--- src/rtl/lpcnt_regs.sv ---
module lpcnt_regs #(
  parameter int CW = 16,
  parameter int DW = 32,
  parameter int AW = 3,
  parameter int COMMIT_DLY = 3
) (
  input  logic          clk,
  input  logic          rst_n,
  input  logic          bus_wr,
  input  logic [AW-1:0] bus_addr,
  input  logic [DW-1:0] bus_wdata,
  output logic [DW-1:0] bus_rdata,
  input  logic [CW-1:0] count_in,
  output logic          tmr_en,
  output logic          tmr_run,
  output logic          cnt_clear,
  output logic          enc_mode,
  output logic          cnt_mode,
  output logic [1:0]    edge_sel,
  output logic [2:0]    presc,
  output logic [CW-1:0] reload_val,
  output logic [CW-1:0] compare_val
);
  localparam int DLYW = $clog2(COMMIT_DLY + 1);
  localparam logic [AW-1:0] A_CTRL = 0, A_CFG = 1, A_ARR = 2, A_CMP = 3,
                            A_ISR = 4, A_ICR = 5, A_CNT = 6;

  logic [CW-1:0]   val  [2];
  logic [CW-1:0]   pend [2];
  logic [DLYW-1:0] dly  [2];
  logic [1:0]      ok_q, wr_val, commit;

  wire wr_ctrl = bus_wr && bus_addr == A_CTRL;
  wire wr_off  = wr_ctrl && !bus_wdata[0];
  wire wr_cfg  = bus_wr && bus_addr == A_CFG;
  wire wr_icr  = bus_wr && bus_addr == A_ICR;
  assign wr_val = {bus_wr && bus_addr == A_CMP, bus_wr && bus_addr == A_ARR};

  assign reload_val  = val[0];
  assign compare_val = val[1];

  for (genvar i = 0; i < 2; i++) begin : g_slot
    assign commit[i] = dly[i] == DLYW'(1) && !wr_val[i] && !wr_off;

    always_ff @(posedge clk or negedge rst_n) begin
      if (!rst_n) begin
        val[i]  <= (i == 0) ? '1 : '0;
        pend[i] <= '0;
        dly[i]  <= '0;
        ok_q[i] <= 1'b0;
      end else begin
        if (wr_off) dly[i] <= '0;
        else if (wr_val[i] && tmr_en) begin
          pend[i] <= bus_wdata[CW-1:0];
          dly[i]  <= DLYW'(COMMIT_DLY);
        end else if (dly[i] != '0) dly[i] <= dly[i] - DLYW'(1);
        if (commit[i]) val[i] <= pend[i];
        if (commit[i]) ok_q[i] <= 1'b1;
        else if (wr_icr && bus_wdata[i]) ok_q[i] <= 1'b0;
      end
    end
  end

  always_ff @(posedge clk or negedge rst_n) begin
    if (!rst_n) begin
      tmr_en <= 1'b0; tmr_run <= 1'b0; cnt_clear <= 1'b0;
      enc_mode <= 1'b0; cnt_mode <= 1'b0; edge_sel <= '0; presc <= '0;
    end else begin
      cnt_clear <= 1'b0;
      if (wr_off) begin
        tmr_en    <= 1'b0;
        tmr_run   <= 1'b0;
        cnt_clear <= tmr_en;
      end else if (wr_ctrl) begin
        tmr_en <= 1'b1;
        if (bus_wdata[1] && tmr_en) tmr_run <= 1'b1;
      end
      if (wr_cfg && !tmr_en) begin
        enc_mode <= bus_wdata[0];
        cnt_mode <= bus_wdata[1];
        edge_sel <= bus_wdata[3:2];
        presc    <= bus_wdata[6:4];
      end
    end
  end

  always_comb begin
    case (bus_addr)
      A_CTRL:  bus_rdata = DW'({tmr_run, tmr_en});
      A_CFG:   bus_rdata = DW'({presc, edge_sel, cnt_mode, enc_mode});
      A_ARR:   bus_rdata = DW'(reload_val);
      A_CMP:   bus_rdata = DW'(compare_val);
      A_ISR:   bus_rdata = DW'(ok_q);
      A_CNT:   bus_rdata = DW'(count_in);
      default: bus_rdata = '0;
    endcase
  end
endmodule


--- config.mk ---
export PLATFORM = sky130hd
export DESIGN_NAME = lpcnt_regs
export DESIGN_NICKNAME = d
export VERILOG_FILES = /design/src/rtl/lpcnt_regs.sv
export SDC_FILE = /design/constraint.sdc
export NUM_CORES = 1
export LEC_CHECK = 0
export ABC_AREA = 1
export BUFFER_PORTS_ARGS = -buffer_cell sky130_fd_sc_hd__buf_2
export CAP_MARGIN = 10
export CORE_ASPECT_RATIO = 1.2
export CORE_MARGIN = 2
export CORE_UTILIZATION = 45
export CTS_BUF_LIST = sky130_fd_sc_hd__clkbuf_4
export DETAILED_ROUTE_END_ITERATION = 10
export HOLD_SLACK_MARGIN = 0.03
export PLACE_DENSITY = 0.81
export SLEW_MARGIN = 40
export SYNTH_ARGS = -nofsm -noshare
export SYNTH_HDL_FRONTEND = slang
export SYNTH_SLANG_ARGS = --single-unit
--- constraint.sdc ---
create_clock -name clk -period 4.15 [get_ports clk]
set_input_delay 0 -clock clk [delete_from_list [all_inputs] [get_ports clk]]
set_output_delay 0 -clock clk [all_outputs]
set_load 0.05 [all_outputs]
==> flow_metrics.env <==
export IMPL_status="finished clean"
export IMPL_final_util=0.5511
export IMPL_cp_common_cell="nand2_1"
export IMPL_synthArstFlopShare=1.000
export IMPL_powerDensity_nw_per_um2=668.4
export IMPL_synth_seq_cells=80
export IMPL_relSlewSlack=0.5057
export IMPL_critPathMaxStageDelay_ns=0.63
export IMPL_clock_path_buffers=2
export IMPL_tightest_slew_ns=0.7414
export IMPL_ys_seq_area_frac=0.5165
export IMPL_die_h_um=106.2
export IMPL_htreeDepth=3
export IMPL_fin_crit_ns=2.003
export IMPL_worstPathArrival_ns=2.33
export IMPL_grt_pass1_wl_mm=15.08
export IMPL_period_share=0.4826
export IMPL_dr_pass1_iters=4
export IMPL_startpoint_type="register"
export IMPL_ys_top_cells_by_area="dfrtp_1 41%, nand2_1 16%, dfstp_2 11%"
export IMPL_cp_required_ns=4.47
export IMPL_antenna_found_initial=0
export IMPL_maxCapViolations=0
export IMPL_synth_top_area_cell="dfrtp_1"
export IMPL_drt_iter0_drc=216
export IMPL_ant_nets=0
export IMPL_critPathKind="reg -> reg"
export IMPL_ys_types=25
export IMPL_cp_cell_sequence="inv_1 > ha_1 > nand3_2 > nand2_1 > nand2_1"
export IMPL_hold_path_class="in -> reg"
export IMPL_port_buffers=95
export IMPL_cp_slowest_cell="ha_1"
export IMPL_setup_viol=0
export IMPL_tritoncts="built"
export IMPL_grt_max_degree=81
export IMPL_dieArea_sq_um=9465
export IMPL_place_gp_congestion=0.8124
export IMPL_synth_edff_count=0
export IMPL_drc=0
export IMPL_coreArea_sq_um=8518
export IMPL_initial_core_util=0.4596
export IMPL_dp_hpwl_mm=6.341
export IMPL_drive_gt1_frac=0.2606
export IMPL_synthFlopType="dfrtp_1"
export IMPL_vias=3435
export IMPL_ir_drop_uv=324.6
export IMPL_fin_skew_ns=0.01810
export IMPL_synth_avg_cell_area_sq_um=8.586
export IMPL_synthesis_instances=456
export IMPL_numCtsBuffers=9
export IMPL_grt_use_total=0.2044
export IMPL_placementRows=37
export IMPL_yosysMostFrequentCell="nand2_1"
export IMPL_ctsResizeCount=0
export IMPL_post_drt_wl_per_cell_um=13.87
export IMPL_dpl_instance_area_sq_um=4325
export IMPL_insertion_delay_ns=0.43
export IMPL_ioPinCount=128
export IMPL_post_cts_setup_buffers=0
export IMPL_endpoint_kind="register"
export IMPL_p_leak_nw=2.531
export IMPL_maxSlewViolCount=0
export IMPL_cts_hold_buf=21
export IMPL_finalInstanceArea_sq_um=4695
export IMPL_antenna_cells=0
export IMPL_netlist_top_cells_count="164 x nand2_1, 64 x dfrtp_1, 37 x nand4_1, 37 x o21ai_0, 35 x inv_1"
export IMPL_overflow=0
export IMPL_finalHoldViolCount=0
export IMPL_routed_wl_mm=9.448
export IMPL_clkTransAtPathRegs_ns=0.12
export IMPL_synthesis_area_sq_um=3915
export IMPL_rsz0062_at_grt="no"
export IMPL_fmax_mhz=499.3
export IMPL_path_max_fanout=17
export IMPL_first_global_vias=3302
export IMPL_yosysWarnings=0
export IMPL_chipWidth_um=89.15
export IMPL_syn_to_final_growth_pct=19.91
export IMPL_synth_top_cell_area_share=0.4091
export IMPL_finalPower_w=0.003138
export IMPL_cts_root_buf="clkbuf_4"
export IMPL_vias_per_cell=5.044
export IMPL_cts_sink_count=80
export IMPL_nets=617
export IMPL_finalSetupTns_ns=0
-- report_power, final --
group          switching (W)  total, W  internal, W  leakage [nW]
sequential          0.000181   0.00124      0.00106         0.969
combinational        0.00106   0.00138     0.000328          1.47
clock               0.000253  0.000516     0.000263        0.0890
-- flip-flops by register name, indices dropped and copies added (netlist names), 2 cells and up --
register	count
pend	32
dly	4
edge_sel	2
reload_val	16
compare_val	16
presc	3
ok_q	2
-- per-layer routing --
| metal | track usage | vias up | share of wire |
|---|---|---|---|
| met5 | 0 | - | 0 |
| met4 | 0.1013 | 0 | 0.025 |
| met3 | 0.03339 | 18 | 0.042 |
| met2 | 0.3344 | 115 | 0.51 |
| met1 | 0.2581 | 1650 | 0.42 |
| li1 | - | 1652 | - |
-- critical path, delay by kind of cell (launching register included) --
kind / cells / cell delay [ns]
and+or+nand+nor: 3 / 0.81
adders and majority gates: 1 / 0.63
DFF: 1 / 0.39
buffers and inverters: 1 / 0.07
-- cell type report --
cell class                 instances  area, sq um
fill                             780         3824
sequential                        80         2022
multi-input combinational        313         1529
timing repair buffer             116        691.9
inverter                          39        146.4
tap                              117        146.4
clock buffer                      12        90.09
clock inverter                     4        68.82
-- per-stage QoR --
step	std cells	setup slack [ns]	hold WS (ns)
final	681	2.147	0.07694
after global routing	681	2.024	0.09096
after CTS	681	2.188	0.06677
after detailed placement	644	2.201	0.07517
after global placement	644	2.127	0.1907
after floorplan	471	2.754	-0.2956
-- cell families after synthesis --
group,synth area share
DFF,0.5165
other,0.0009579
AOI/OAI and AO/OA,0.06935
xor gates and xnor gates,0.004475
adders and majority gates,0.01278
and+or+nand+nor,0.2864
buffers and inverters,0.1096
-- final timing paths --
check                                from              end  slack [ns]  depth (start not counted)
min                           bus_addr[1]           tmr_en        0.08                          4
max in group asynchronous           rst_n          pend[7]        3.52                          2
max reg2reg                        dly[1]  compare_val[10]        2.15                          5
min in group asynchronous           rst_n      edge_sel[1]        0.15                          2
max                                dly[1]  compare_val[10]        2.15                          5
min reg2reg                reload_val[15]   reload_val[15]        0.48                          2
-- placed cells by master, fill, tap and decap left out, drive strengths merged, types with 10 or more instances in the layout --
cell type / Yosys / routed
inv: 39 / 39
dfstp: 16 / 16
nor2: 10 / 10
dlygate4sd3: 0 / 21
conb: 1 / 16
clkbuf: 4 / 12
buf: 35 / 95
nand2: 164 / 164
dfrtp: 64 / 64
nand4: 40 / 40
o21ai: 46 / 46
nand3: 26 / 26
(Power assumes the default switching activity.)
